--- src/rtl/dbg_trig_pkg.sv ---
package dbg_trig_pkg;

    typedef enum logic [1:0] {
        ACC_FETCH = 2'd0,
        ACC_LOAD  = 2'd1,
        ACC_STORE = 2'd2
    } acc_kind_e;

    typedef enum logic [1:0] {
        REG_SELECT = 2'd0,
        REG_CTRL   = 2'd1,
        REG_MATCH  = 2'd2
    } csr_reg_e;

    // Control register layout (software decodes these positions)
    localparam int BIT_MMODE = 6;
    localparam int BIT_EXEC  = 2;
    localparam int BIT_STORE = 1;
    localparam int BIT_LOAD  = 0;
    localparam int LOW_W     = 11;
    localparam int TYPE_W    = 4;

    localparam logic [TYPE_W-1:0] TRIG_TYPE_ADDR = 4'd2;
    localparam int CAUSE_BREAKPOINT = 3;

    typedef struct packed {
        logic mmode;
        logic exec;
        logic store;
        logic load;
    } arm_t;

endpackage

--- src/rtl/dbg_trig_slot.sv ---
module dbg_trig_slot
    import dbg_trig_pkg::*;
#(
    parameter int XLEN = 64
) (
    input  logic            clk,
    input  logic            rst_n,
    input  logic            wr_ctrl,
    input  logic            wr_addr,
    input  logic [XLEN-1:0] wdata,
    input  logic            acc_valid,
    input  logic [1:0]      acc_kind,
    input  logic [XLEN-1:0] acc_addr,
    input  logic            priv_m,
    output arm_t            arm_q,
    output logic [XLEN-1:0] match_q,
    output logic            hit
);

    logic kind_ok;

    always_ff @(posedge clk) begin
        if (!rst_n) begin
            arm_q   <= '0;
            match_q <= '0;
        end else begin
            if (wr_ctrl) begin
                arm_q.mmode <= wdata[BIT_MMODE];
                arm_q.exec  <= wdata[BIT_EXEC];
                arm_q.store <= wdata[BIT_STORE];
                arm_q.load  <= wdata[BIT_LOAD];
            end
            if (wr_addr) begin
                match_q <= wdata;
            end
        end
    end

    always_comb begin
        unique case (acc_kind)
            ACC_FETCH: kind_ok = arm_q.exec;
            ACC_LOAD:  kind_ok = arm_q.load;
            ACC_STORE: kind_ok = arm_q.store;
            default:   kind_ok = 1'b0;
        endcase
    end

    assign hit = acc_valid && priv_m && arm_q.mmode && kind_ok
                 && (acc_addr == match_q);

    // configuration is held unless this slot is written
    assert_arm_hold_R11: assert property (@(posedge clk) disable iff (!rst_n)
        !wr_ctrl |=> $stable(arm_q));
    assert_addr_hold_R11: assert property (@(posedge clk) disable iff (!rst_n)
        !wr_addr |=> $stable(match_q));

endmodule

--- src/rtl/dbg_trig_arbiter.sv ---
module dbg_trig_arbiter #(
    parameter int N = 2
) (
    input  logic         clk,
    input  logic         rst_n,
    input  logic [N-1:0] hits,
    output logic [N-1:0] grant,
    output logic         any
);

    logic seen;

    always_comb begin
        seen = 1'b0;
        for (int i = 0; i < N; i++) begin
            grant[i] = hits[i] && !seen;
            seen     = seen || hits[i];
        end
    end

    assign any = |grant;

    // a single trigger is reported per cycle
    assert_single_grant_R12: assert property (@(posedge clk) disable iff (!rst_n)
        $onehot0(grant));
    assert_grant_covers_R12: assert property (@(posedge clk) disable iff (!rst_n)
        (|hits) |-> any);

endmodule

--- src/rtl/dbg_addr_trigger.sv ---
module dbg_addr_trigger
    import dbg_trig_pkg::*;
#(
    parameter int XLEN     = 64,
    parameter int NUM_TRIG = 2
) (
    input  logic            clk,
    input  logic            rst_n,
    input  logic            csr_we,
    input  logic [1:0]      csr_sel,
    input  logic [XLEN-1:0] csr_wdata,
    output logic [XLEN-1:0] csr_rdata,
    input  logic            acc_valid,
    input  logic [1:0]      acc_kind,
    input  logic [XLEN-1:0] acc_addr,
    input  logic [XLEN-1:0] acc_pc,
    input  logic            priv_m,
    output logic            bp_hit,
    output logic [XLEN-1:0] exc_cause,
    output logic [XLEN-1:0] exc_epc,
    output logic            acc_suppress
);

    localparam int SEL_W = (NUM_TRIG > 1) ? $clog2(NUM_TRIG) : 1;
    localparam int MID_W = XLEN - TYPE_W - LOW_W;

    logic [SEL_W-1:0]  sel_q;
    logic [NUM_TRIG-1:0] hits;
    logic [NUM_TRIG-1:0] grant;
    logic              any_hit;
    arm_t              arm_all  [NUM_TRIG];
    logic [XLEN-1:0]   addr_all [NUM_TRIG];
    arm_t              arm_cur;
    logic [LOW_W-1:0]  low_bits;
    logic              sel_legal;

    assign sel_legal = (csr_wdata < XLEN'(NUM_TRIG));

    always_ff @(posedge clk) begin
        if (!rst_n) begin
            sel_q <= '0;
        end else if (csr_we && (csr_sel == REG_SELECT) && sel_legal) begin
            sel_q <= csr_wdata[SEL_W-1:0];
        end
    end

    for (genvar g = 0; g < NUM_TRIG; g++) begin : g_slot
        logic wr_c;
        logic wr_a;
        assign wr_c = csr_we && (csr_sel == REG_CTRL)  && (sel_q == SEL_W'(g));
        assign wr_a = csr_we && (csr_sel == REG_MATCH) && (sel_q == SEL_W'(g));

        dbg_trig_slot #(.XLEN(XLEN)) u_slot (
            .clk       (clk),
            .rst_n     (rst_n),
            .wr_ctrl   (wr_c),
            .wr_addr   (wr_a),
            .wdata     (csr_wdata),
            .acc_valid (acc_valid),
            .acc_kind  (acc_kind),
            .acc_addr  (acc_addr),
            .priv_m    (priv_m),
            .arm_q     (arm_all[g]),
            .match_q   (addr_all[g]),
            .hit       (hits[g])
        );
    end

    dbg_trig_arbiter #(.N(NUM_TRIG)) u_arb (
        .clk   (clk),
        .rst_n (rst_n),
        .hits  (hits),
        .grant (grant),
        .any   (any_hit)
    );

    assign arm_cur = arm_all[sel_q];

    always_comb begin
        low_bits            = '0;
        low_bits[BIT_MMODE] = arm_cur.mmode;
        low_bits[BIT_EXEC]  = arm_cur.exec;
        low_bits[BIT_STORE] = arm_cur.store;
        low_bits[BIT_LOAD]  = arm_cur.load;
    end

    always_comb begin
        unique case (csr_sel)
            REG_SELECT: csr_rdata = XLEN'(sel_q);
            REG_CTRL:   csr_rdata = {TRIG_TYPE_ADDR, {MID_W{1'b0}}, low_bits};
            REG_MATCH:  csr_rdata = addr_all[sel_q];
            default:    csr_rdata = '0;
        endcase
    end

    assign bp_hit       = any_hit;
    assign acc_suppress = any_hit;
    assign exc_cause    = any_hit ? XLEN'(CAUSE_BREAKPOINT) : '0;
    assign exc_epc      = any_hit ? acc_pc : '0;

    // the select index never leaves the bank
    assert_sel_range_R2: assert property (@(posedge clk) disable iff (!rst_n)
        32'(sel_q) < NUM_TRIG);
    // a hit needs a valid machine-mode access
    assert_hit_mmode_R10: assert property (@(posedge clk) disable iff (!rst_n)
        bp_hit |-> (acc_valid && priv_m));
    // a hit carries the breakpoint cause and the access PC
    assert_hit_cause_R9: assert property (@(posedge clk) disable iff (!rst_n)
        bp_hit |-> (exc_cause == XLEN'(CAUSE_BREAKPOINT) && exc_epc == acc_pc));
    // a hit always kills the access
    assert_store_kill_R8: assert property (@(posedge clk) disable iff (!rst_n)
        (bp_hit && acc_kind == ACC_STORE) |-> acc_suppress);

endmodule

--- config.mk ---
export PLATFORM = sky130hd
export DESIGN_NAME = dbg_addr_trigger
export DESIGN_NICKNAME = d
export VERILOG_FILES = /design/src/rtl/dbg_trig_pkg.sv /design/src/rtl/dbg_trig_slot.sv /design/src/rtl/dbg_trig_arbiter.sv /design/src/rtl/dbg_addr_trigger.sv
export SDC_FILE = /design/constraint.sdc
export NUM_CORES = 1
export LEC_CHECK = 0
export BUFFER_PORTS_ARGS = -buffer_cell sky130_fd_sc_hd__buf_4
export CAP_MARGIN = 25
export CORE_AREA = 2 2 151 153
export DETAILED_ROUTE_END_ITERATION = 8
export DIE_AREA = 0 0 153 155
export GPL_ROUTABILITY_DRIVEN = 0
export PLACE_DENSITY = 0.83
export SETUP_SLACK_MARGIN = 0.5
export SLEW_MARGIN = 20
export SYNTH_ARGS = -nofsm -noshare
export SYNTH_HDL_FRONTEND = slang
export SYNTH_SLANG_ARGS = --single-unit
--- constraint.sdc ---
create_clock -name clk -period 4.65 [get_ports clk]
set_input_delay 0.2325 -clock clk [delete_from_list [all_inputs] [get_ports clk]]
set_output_delay 0.2325 -clock clk [all_outputs]
set_load 0.02 [all_outputs]
## Yosys cells after proc, flatten, opt, wreduce, memory -nomap -nowiden

Cells that the tools add are included.

| word-level totals | value |
|---|---|
| register bits after elaboration | 137 |
| input port bits | 201 |
| output and inout bits | 194 |
| logic and storage cells | 52 |

| operators by class | value |
|---|---|
| magnitude comparators | 2 |
| equality and inequality tests | 6 |
| mux-type cells | 11 |
| bitwise logic cells | 2 |
| reduce and logical (&&, ||, !) cells | 20 |

Operators by type and width:

| cell | count |
|---|---|
| 2-to-1 mux 64 bit | 4 |
| case mux 64 bit (3 select lines) | 1 |
| equality test 64 bit | 2 |
| < comparator 64 x 2 -> 1 bit (second input constant) | 1 |
| logical AND 1 bit | 16 |
| 2-to-1 mux 4 bit | 3 |
| case mux 1 bit (3 select lines) | 2 |
| equality test 2 x 1 -> 1 bit (second input constant) | 2 |
| equality test 2 bit (second input constant) | 2 |
| logical NOT 2 bit | 2 |
| >= comparator 2 bit (second input constant) | 1 |
| 2-to-1 mux 2 bit | 1 |
| inverter 1 -> 2 bit | 1 |
| OR reduction 2 bit | 1 |
| logical NOT 1 bit | 1 |
| inverter 1 bit | 1 |

## Depth between registers and ports, before layout

Gate-level depths: netlist of the first run.

| logic depth | value |
|---|---|
| word-level depth | 8 |
| gate-level depth with buffers | 8 |
| mapped depth without buffers | 6 |

## Hierarchy

Synthesis of the first run repeated with hierarchy kept, for this count alone.

| second synthesis, totals | value |
|---|---|
| cell total of the unflattened synthesis | 945 |
| area, all modules | 8704.6 µm² |

Modules (own cells, without submodules):

| module | instances | cells an instance | area an instance (µm²) | sequential area each (µm²) |
|---|---|---|---|---|
| dbg_trig_slot | 2 | 309 | 3268.1 | 1361.3 |
| dbg_addr_trigger | 1 | 324 | 2148.3 | 20.0 |
| dbg_trig_arbiter | 1 | 3 | 20.0 | 0.0 |

## Least setup slack after synthesis of the first run

OpenSTA, ideal clock, no wires.

| timing | value |
|---|---|
| path kind | register -> output |
| start | register g_slot[1].u_slot.match_q[9] |
| end | output port bp_hit |
| arrival time | 1984 ps |
| data required time | 4418 ps |
| slack | 2434 ps |
| stages on the path, launching flop included | 9 |
| path buffers | 2 |
| cells stage by stage | dfxtp_1 -> xnor2_1 -> o221ai_1 -> or4_1 -> nor4_1 -> a22oi_1 -> clkbuf_1 -> inv_1 -> buf_4 |

| between the ends | value |
|---|---|
| cells in the longest elaborated chain, start to end | 4 |

RTL lines:

| what | RTL line | text |
|---|---|---|
| start: declaration | dbg_trig_slot.sv:16 | `output logic [XLEN-1:0] match_q,` |
| start signal: assignment | dbg_trig_slot.sv:34 | `match_q <= wdata;` |
| equality test 64 bit | dbg_trig_slot.sv:49 | `&& (acc_addr == match_q);` |
| logical AND 1 bit | dbg_trig_slot.sv:49 |  |
| logical AND 1 bit | dbg_trig_arbiter.sv:16 | `grant[i] = hits[i] && !seen;` |
| OR reduction 2 bit | dbg_trig_arbiter.sv:21 | `assign any = \|grant;` |
| end: declaration | dbg_addr_trigger.sv:18 | `output logic bp_hit,` |

Every way passes these cells.

## Worst setup path in the final report of the first run

| timing | value |
|---|---|
| start | register g_slot[0].u_slot.match_q[28] |
| end | output port exc_epc[9] |

| between the ends | value |
|---|---|
| cells in the longest elaborated chain, start to end | 6 |

RTL lines:

| what | RTL line | text |
|---|---|---|
| start: declaration | dbg_trig_slot.sv:16 |  |
| start signal: assignment | dbg_trig_slot.sv:34 |  |
| equality test 64 bit (*) | dbg_trig_slot.sv:49 |  |
| logical AND 1 bit (*) | dbg_trig_slot.sv:49 |  |
| logical NOT 1 bit | dbg_trig_arbiter.sv:16 |  |
| logical AND 1 bit | dbg_trig_arbiter.sv:16 |  |
| OR reduction 2 bit (*) | dbg_trig_arbiter.sv:21 |  |
| 2-to-1 mux 64 bit (*) | dbg_addr_trigger.sv:99 | `assign exc_epc = any_hit ? acc_pc : '0;` |
| end: declaration | dbg_addr_trigger.sv:20 | `output logic [XLEN-1:0] exc_epc,` |

Every way passes the cells marked *; elsewhere a longest branch is shown, timed or not.

==> results of run 1 <==
cells by family (layout without fill, tap and decap cells):
kind of cell | after synthesis | in the layout | share of synthesized area, %
other | 1 | 62 | 0.0410
AND/OR/NAND/NOR | 489 | 489 | 28.7
multiplexers | 77 | 77 | 8.44
AO/OA/AOI/OAI | 160 | 160 | 13.3
flip-flops | 137 | 137 | 30.0
XOR/XNOR | 100 | 100 | 9.59
buffers and inverters | 152 | 397 | 9.90
cell type report:
cell class              instances  area, µm²  area share (%)
flip-flops and latches        137       2750            22.8
repair buffers                341       2560            21.3
clock buffers                  23        458            3.80
well taps                     285        357            2.96
clock inverters                 9       75.1           0.624
multi-input cells             888       5750            47.7
inverters                      24       90.1           0.748
synth_stat cells:
master / instances
sky130_fd_sc_hd__nand4bb_1: 1
sky130_fd_sc_hd__a221oi_1: 6
sky130_fd_sc_hd__xor2_1: 83
sky130_fd_sc_hd__buf_12: 5
sky130_fd_sc_hd__nor2b_4: 50
sky130_fd_sc_hd__nor2_1: 65
sky130_fd_sc_hd__xnor2_1: 17
sky130_fd_sc_hd__a2111oi_2: 1
sky130_fd_sc_hd__nand2_1: 261
sky130_fd_sc_hd__nor4b_1: 1
sky130_fd_sc_hd__o22ai_1: 7
sky130_fd_sc_hd__nand3_1: 3
sky130_fd_sc_hd__buf_2: 1
sky130_fd_sc_hd__dfxtp_1: 137
sky130_fd_sc_hd__or4_1: 2
sky130_fd_sc_hd__inv_1: 24
sky130_fd_sc_hd__o221ai_1: 1
sky130_fd_sc_hd__nand2b_1: 10
sky130_fd_sc_hd__nand4_1: 15
sky130_fd_sc_hd__buf_1: 8
sky130_fd_sc_hd__a222oi_1: 1
sky130_fd_sc_hd__a22oi_1: 1
sky130_fd_sc_hd__buf_6: 1
sky130_fd_sc_hd__and2b_1: 1
sky130_fd_sc_hd__or2_2: 1
sky130_fd_sc_hd__conb_1: 1
sky130_fd_sc_hd__o21ai_0: 2
sky130_fd_sc_hd__nor4_1: 38
sky130_fd_sc_hd__a2111oi_0: 4
sky130_fd_sc_hd__o221a_2: 1
sky130_fd_sc_hd__a21oi_1: 4
sky130_fd_sc_hd__buf_4: 65
sky130_fd_sc_hd__nor2b_1: 39
sky130_fd_sc_hd__o2bb2ai_1: 2
sky130_fd_sc_hd__o2111ai_1: 1
sky130_fd_sc_hd__o2111a_1: 1
sky130_fd_sc_hd__a21boi_0: 128
sky130_fd_sc_hd__clkbuf_1: 48
sky130_fd_sc_hd__mux2i_1: 77
sky130_fd_sc_hd__and3_1: 2
sequential cells by signal, indices dropped and copies added (netlist names):
register / cells
sel_q: 1
g_slot.u_slot.match_q: 128
g_slot.u_slot.arm_q: 8
worst max path at each step:
stage                                 start          end  slack, ns
5_1_grt        g_slot[0].u_slot.match_q[28]  exc_epc[43]       0.80
3_3_place_gp   g_slot[1].u_slot.match_q[42]   exc_epc[3]       1.58
4_1_cts        g_slot[1].u_slot.match_q[42]   exc_epc[9]       1.10
2_1_floorplan   g_slot[1].u_slot.match_q[9]       bp_hit       2.43
3_5_place_dp   g_slot[0].u_slot.match_q[28]   exc_epc[9]       1.56
6_report       g_slot[0].u_slot.match_q[28]   exc_epc[9]       1.02
power groups by stage:
stage / combinational (mW) / clock, mW / sequential (mW)
CTS: 0.465 / 1.26 / 1.21
floorplan: 0.247 / 0 / 1.23
finish: 0.475 / 1.26 / 1.21
global placement: 0.460 / 0 / 1.24
detailed placement: 0.462 / 0 / 1.24
global route: 0.497 / 1.30 / 1.21
stage by stage:
step,power (mW),std cells,hold slack (ns),area [µm²]
after global placement,1.70,1675,0.470,11500
final,2.94,1707,0.0732,12000
after global routing,3.01,1707,0.0740,12000
after detailed placement,1.70,1675,0.487,11500
after CTS,2.93,1707,0.0695,12000
after floorplan,1.48,1177,0.377,9370
critical path, delay by kind of cell, from the launching register on:
| kind | cells | cell delay [ns] |
|---|---|---|
| and+or+nand+nor | 4 | 0.92 |
| DFF | 1 | 0.34 |
| AOI/OAI and AO/OA | 2 | 0.68 |
| buffers and inverters | 3 | 0.99 |
metal layers:
layer | vias to the layer above | track usage (%) | routed length (µm)
li1 | 4144 | - | -
met1 | 4193 | 37.8 | 15100
met2 | 533 | 49.1 | 17400
met3 | 102 | 7.66 | 3290
met4 | 0 | 13.8 | 1710
met5 | - | 0 | 0
==> results.txt, run 1 <==
Power spread over the standard cell area amounts to 245 mW/mm². After technology mapping, the gate count stands at 1116. The data arrival at the endpoint of the critical path came out at 3.40 ns. The residual overflow from global routing came out at 0. The count of nets left with antenna violations after detail routing came out at 0. The number of top-level design ports is 395. In this run the critical register-to-register path is launched from sel_q. The number of antenna cells inserted is 0.

The total vias in the final route came out at 8972. In this run the most critical hold path is launched from csr_wdata[51]. In this run the tightest slew margin relative to its limit is 30.3%. The required time of the critical path is 4.42 ns. Setup repair after global routing left no endpoint under its margin. The fraction of post-synthesis cell area in the top cell type by area came out at 30.0%.

The global-route wire length before repair is between 50000 and 60000 µm. The number of violations reported at the end of detailed-routing iteration 0 is 835. The largest net degree at the start of global routing is 138.

The clock buffer count from CTS came out at 17. The worst setup path is captured at a primary output. The maximum clock insertion buffer count came out at 2.

The relative contribution of combinational cells to total power is 16.1%. The switching power as a share of total power came out at 27.1%. The worst hold path terminates at g_slot[1].u_slot.match_q[51].

The tree built by TritonCTS fans out to 137 sinks. The final worst-path setup slack is between 1 and 1.5 ns. By instance count, the cell type seen most on the critical path is sky130_fd_sc_hd__buf_4.

The power share of the clock group came out at 42.7%. The largest driver fanout on the critical path is 36. Max-cap violations in this run came to 0. The starting density of the core came out at 41.1%.

The initialized floorplan defines 55 standard-cell rows. Clock latency on the worst-skew pair, taken at its later pin, is 0.43 ns. The internal portion of total power is between 2 and 2.5 mW. Once the clock tree was built, the resizer swapped 0 gates to a different size. The count of unresolved DRC violations after routing came out at 0.

The netlist uses 40 different library cells. The total count of hold-check failures in the final report is 0. The level count of the clock H-tree is 4.

On the final layout, the worst clock skew is 0.00438 ns. The flow ran to the end, and the final reports show no timing, DRC or antenna violations. The number of antenna violations at the first check in global routing came out at 0.

The per-cell via count in the routed design came out at 5.26. After the last flow step, the layout net total stands at 1610. The actual transition at the worst max-transition pin came out at 1.04 ns. The Yosys warning count came out at 0. Detailed placement ended at an HPWL of 29400 µm.

The post-synth design cell area is roughly 0.009 mm². The worst vdd rail ir drop came out at between 0.2 and 0.25 mV. The die outline height is 155 µm. The total wire length after detailed routing came out at roughly 37000 µm. The switching power of the nets came out at 798 µW. The cell sitting at the root of the clock tree is a sky130_fd_sc_hd__clkbuf_16. In the layout the commonest cells are 340 x sky130_fd_sc_hd__buf_4, 261 x sky130_fd_sc_hd__nand2_1, 136 x sky130_fd_sc_hd__dfxtp_1, 128 x sky130_fd_sc_hd__a21boi_0, 83 x sky130_fd_sc_hd__xor2_1.

The analysis attributes to cell leakage a power of 5.02 nW. Sorting the synthesized cells by area gives the leading types as sky130_fd_sc_hd__dfxtp_1 30%, sky130_fd_sc_hd__nand2_1 11%, sky130_fd_sc_hd__a21boi_0 11%, sky130_fd_sc_hd__mux2i_1 8.4%, sky130_fd_sc_hd__xor2_1 8.0%. The kind of path behind the tightest hold check is input pin to flip-flop.

Of the synthesized area, sequential elements account for 30.0%. The iteration count of the initial detailed-routing pass came out at 5. Counting cells, the worst reg-to-reg path comes to 5. The sequential group share of total power is 41.2%.

Buffers inserted to repair hold after CTS numbered 0. The filler cell count in the final layout is 2071. The die area is between 0.02 and 0.025 mm². STA classifies the critical path startpoint as a flip-flop. Buffers placed on the I/O ports in this run total 332. The worst slack at placement came out at 1.56 ns. The synthesized area per cell is 8.19 µm². The max-slew violation count is 0. The layout overhead on the synthesized area came out at 31.7%. The minimum clock period after layout is 3.63 ns.

The critical path in this run is classified as flip-flop to primary output. The worst setup slack for register-to-register paths came out at around 2.3 ns. The signal on the critical path passes through nor2b_1 -> a2111oi_0 -> nand4_1 -> nor4_1 -> a22oi_2 -> buf_4 -> buf_4 -> nor2b_4 -> buf_4. In this run the critical register-to-register path is captured at g_slot[0].u_slot.match_q[19]. The library cell contributing the largest single delay on the critical path is sky130_fd_sc_hd__a2111oi_0. The placeable core region came out at 0.0222 mm². Setup violations remaining at the end of the flow were counted as 0. In the global route stage, overall resource usage came out at 30.2%. The number of global-route vias before repair came to 8688. TritonCTS built the clock tree. The peak clock frequency supported by timing came out at between 200 and 300 MHz. The synthesized design contains 137 register bits.

After detailed routing, the average wire length per cell comes to 22.0 µm. The library cell used most frequently in the layout, excluding fill and tap cells, is sky130_fd_sc_hd__buf_4. The sum of negative setup slack came out at 0 ns. Counting instances, the worst hold path has a depth of 3. The post-CTS setup buffer count came out at 0. In this design, the stage delay of the slowest critical-path cell is about 0.60 ns.

The post-route netlist has a little under a third of its cells at a drive strength greater than 1. The synthesized design spends more area on one cell type than any other, namely sky130_fd_sc_hd__dfxtp_1. The clock transition time at the flip-flop clock pins of the worst setup and hold paths came out at 0.06 ns. The width of the chip came out at 153 µm.

The final design utilization came out at 54.2%. The final critical path takes up 78.1% of the cycle.
Note: power is estimated with default switching activity, not from simulation.
==> inputs of run 2 (changes only) <==
--- a/config.mk
+++ b/config.mk
@@ -7,11 +7,11 @@
 export LEC_CHECK = 0
 export BUFFER_PORTS_ARGS = -buffer_cell sky130_fd_sc_hd__buf_4
 export CAP_MARGIN = 25
-export CORE_AREA = 2 2 151 153
+export CORE_AREA = 2 2 153 155
 export DETAILED_ROUTE_END_ITERATION = 8
-export DIE_AREA = 0 0 153 155
+export DIE_AREA = 0 0 155 157
 export GPL_ROUTABILITY_DRIVEN = 0
-export PLACE_DENSITY = 0.83
+export PLACE_DENSITY = 0.82
 export SETUP_SLACK_MARGIN = 0.5
 export SLEW_MARGIN = 20
 export SYNTH_ARGS = -nofsm -noshare
==> constraint.sdc (replaced) <==
create_clock -name clk -period 3.54 [get_ports clk]
set_input_delay 0.177 -clock clk [delete_from_list [all_inputs] [get_ports clk]]
set_output_delay 0.177 -clock clk [all_outputs]
set_load 0.02 [all_outputs]
==> run 2 against run 1 <==
Critical path depth is 1 lower. Design area increased by 1.6%. Count of clock-buffer cells in the layout decreased by 3. Highest routed layer unchanged.
==> results.txt, run 2 (synthesis gave the netlist of run 1 again) <==
The number of standard cells in the layout, taps in and fillers out is 1711 (+0.23%). The number of standard-cell rows in the floorplan came out at 55 (unchanged). The number of antenna violations at the first check in global routing is 1 (+1).

The maximum clock insertion buffer count was 2 (unchanged). The largest net degree at the start of global routing is 138 (unchanged). The flip-flop count of the largest register, all copies and words added came out at 128 (unchanged). The CTS tree is done. The worst clock skew came out at 0.00765 ns (+0.00327 ns). The residual overflow from global routing is 0 (unchanged). The peak clock frequency supported by timing came out at 336 MHz. The largest stage delay on the critical path came out at 0.56 ns (-0.04 ns). The worst path in the final design needs a cycle of 2.97 ns, including I/O delays and setup. The final worst-path setup slack is 0.566 ns (-0.453 ns).

The clock transition time at the flip-flop clock pins of the worst setup and hold paths is 0.06 ns (about the same). The share of the clock period used by the worst path after layout came out at a little over four fifths. The number of clock sinks is 137 (unchanged). The worst hold slack is 0.0278 ns (-0.0454 ns). The total wire length after detailed routing is 37300 µm (-0.35%). The worst vdd rail ir drop was 0.298 mV (+29%). The iteration count of the initial detailed-routing pass is 5 (unchanged). The starting density of the core came out at 40.6% (-0.50 points).

The final setup violation count is 0 (unchanged). The flow ran to the end, and the final reports show no timing, DRC or antenna violations. The placeable core region came out at 0.0225 mm² (+1.2%). The min-delay analysis places its worst path in the category input pin to flip-flop. The leading cell type in the layout, fill and taps excluded is sky130_fd_sc_hd__buf_4.

Relative to the synthesized area, the layout overhead comes to 33.9%. The global-route wire length before repair came to 52000 µm (-3.0%). The number of nets in the layout is 1613 (+0.19%). The actual transition at the worst max-transition pin came out at 1.15 ns (+0.110 ns). The number of global-route vias before repair is 8717 (+0.33%). The total count of hold-check failures in the final report came out at 0 (unchanged). The final HPWL from detailed placement came out at 28300 µm (-3.6%).

STA classifies the critical path endpoint as a primary output. The worst slack at placement came out at 0.728 ns (-0.832 ns). The data arrival at the endpoint of the critical path came out at 2.80 ns (-0.60 ns). The reported leakage power is 5.13 nW (+2.2%). The placed instance count is 1675 (unchanged). The critical path goes through xnor2_1 -> nand4_1 -> or4_1 -> nor4_2 -> a22oi_2 -> buf_6 -> nor2b_4 -> buf_4. Broken down by cell family, the worst path's largest delay share belongs to simple AND/OR/NAND/NOR gates. The number of violations reported at the end of detailed-routing iteration 0 came out at 918 (+9.9%). Counting flops per register, the top entry is g_slot.u_slot.match_q. The critical setup path kind is flip-flop to primary output. The root buffer cell chosen for the clock tree is sky130_fd_sc_hd__clkbuf_16.

The slowest stage of the critical path belongs to the cell sky130_fd_sc_hd__or4_1. The max-slew violation count came to 0 (unchanged). The filler cell count in the final layout is 2034 (-1.8%). Setup repair after global routing could not meet its margin everywhere.

The total vias in the final route came out at 9007 (+0.39%). The top cell types in the final layout, fill and taps aside, are 338 x sky130_fd_sc_hd__buf_4, 261 x sky130_fd_sc_hd__nand2_1, 135 x sky130_fd_sc_hd__dfxtp_1, 128 x sky130_fd_sc_hd__a21boi_0, 83 x sky130_fd_sc_hd__xor2_1. The required time of the critical path is 3.36 ns (-1.06 ns). The sum of negative setup slack came to 0 ns (unchanged).

The die outline height is 157 µm (+1.3%). The width of the chip came out at 155 µm (+1.3%). The die area is 0.0243 mm² (+2.6%). The count of nets left with antenna violations after detail routing is 0 (unchanged). The clock buffer count from CTS is 17 (unchanged). The level count of the clock H-tree came out at 4 (unchanged). The worst-case headroom to the max-slew limit came out at 22.9% (-7.4 points).

In the final layout, the registers with the most flip-flops are g_slot.u_slot.match_q: 128 flops, g_slot.u_slot.arm_q: 8 flops, sel_q: 1 flops. The combined buffer and inverter count along the critical path came out at 2 (-1). The largest driver fanout on the critical path came out at 16 (-56%).

The per-cell via count in the routed design came out at 5.26 (+0.16%). The aggregate global-route resource usage is 28.8% (-1.4 points). The power per unit of standard cell area came out at 329 mW/mm² (+35%). The number of top-level design ports is 395 (unchanged).

The post-CTS setup buffer count is 0 (unchanged). The worst setup path is launched from a flip-flop. The max-cap check violation count came to 0 (unchanged). The layout cell share with drive strength beyond 1 is 31.1% (+1.1 points). The count of unresolved DRC violations after routing came out at 0 (unchanged). The clock latency on the worst-skew pair came out at 0.42 ns (about the same). The average detailed-routed wire length per instance came out at 21.8 µm (-0.59%).

The count of input and output buffers is 332 (unchanged).
## run 2: cell types whose count changed in the layout (fill, tap and decap cells not counted), sizes merged
cell and change:
clkbuf -1, buf +1, clkinvlp -2, clkinv +4, diode +1, bufinv +1
## run 2: per-stage QoR
| stage | power [mW] | utilization, % | instance area [µm²] |
|---|---|---|---|
| after detailed placement | 2.24 | 51.2 | 11500 |
| after global placement | 2.23 | 51.2 | 11500 |
| final | 4.03 | 54.4 | 12200 |
| after global routing | 4.12 | 54.4 | 12200 |
| after CTS | 4.01 | 54.1 | 12200 |
| after floorplan | 1.94 | - | 9370 |
## run 2: final cells by class
cell class	count	area (µm²)	area share, %
multi-input combinational	888	5800	47.4
antenna	1	2.50	0.0205
tap	285	357	2.91
sequential	137	2750	22.5
clock inverter	12	121	0.992
clock buffer	20	478	3.91
timing repair buffer	344	2640	21.6
inverter	24	90.1	0.736
## run 2: where the power goes
| part | total, mW | leakage (nW) | switching [mW] | internal [mW] |
|---|---|---|---|---|
| combinational | 0.630 | 3.72 | 0.350 | 0.280 |
| sequential | 1.59 | 1.11 | 0.0245 | 1.57 |
| clock | 1.80 | 0.304 | 0.694 | 1.11 |
| total | 4.03 | 5.13 | 1.07 | 2.96 |
## run 2: worst min-delay path: stages
cell                       delay (ns)
sky130_fd_sc_hd__buf_4           0.12
sky130_fd_sc_hd__nand2_1         0.04
sky130_fd_sc_hd__a21boi_0        0.06
## run 2: path summary, 6_finish.rpt
check,from,endpoint,slack (ns),cells past startpoint
max,g_slot[0].u_slot.match_q[51],exc_epc[28],0.57,8
max reg2reg,sel_q,g_slot[1].u_slot.match_q[25],1.13,4
min,csr_wdata[58],g_slot[1].u_slot.match_q[58],0.03,3
min reg2reg,g_slot[0].u_slot.match_q[52],g_slot[0].u_slot.match_q[52],0.49,2
## run 2: per-layer routing
layer | global-route usage, % | routed length, µm | vias to the layer above
met5 | 0 | 0 | -
met4 | 14.2 | 1780 | 0
met3 | 8.04 | 3700 | 94
li1 | - | - | 4151
met1 | 32.6 | 13500 | 4223
met2 | 49.8 | 18300 | 539
## run 2: timing repair
action / 4_1_cts / 5_1_grt
hold buffers: 0 / 0
setup endpoints to repair: 68 / 68
pin swaps: 0 / 2
gates resized for setup: 7 / 7
cloned: 1 / 2
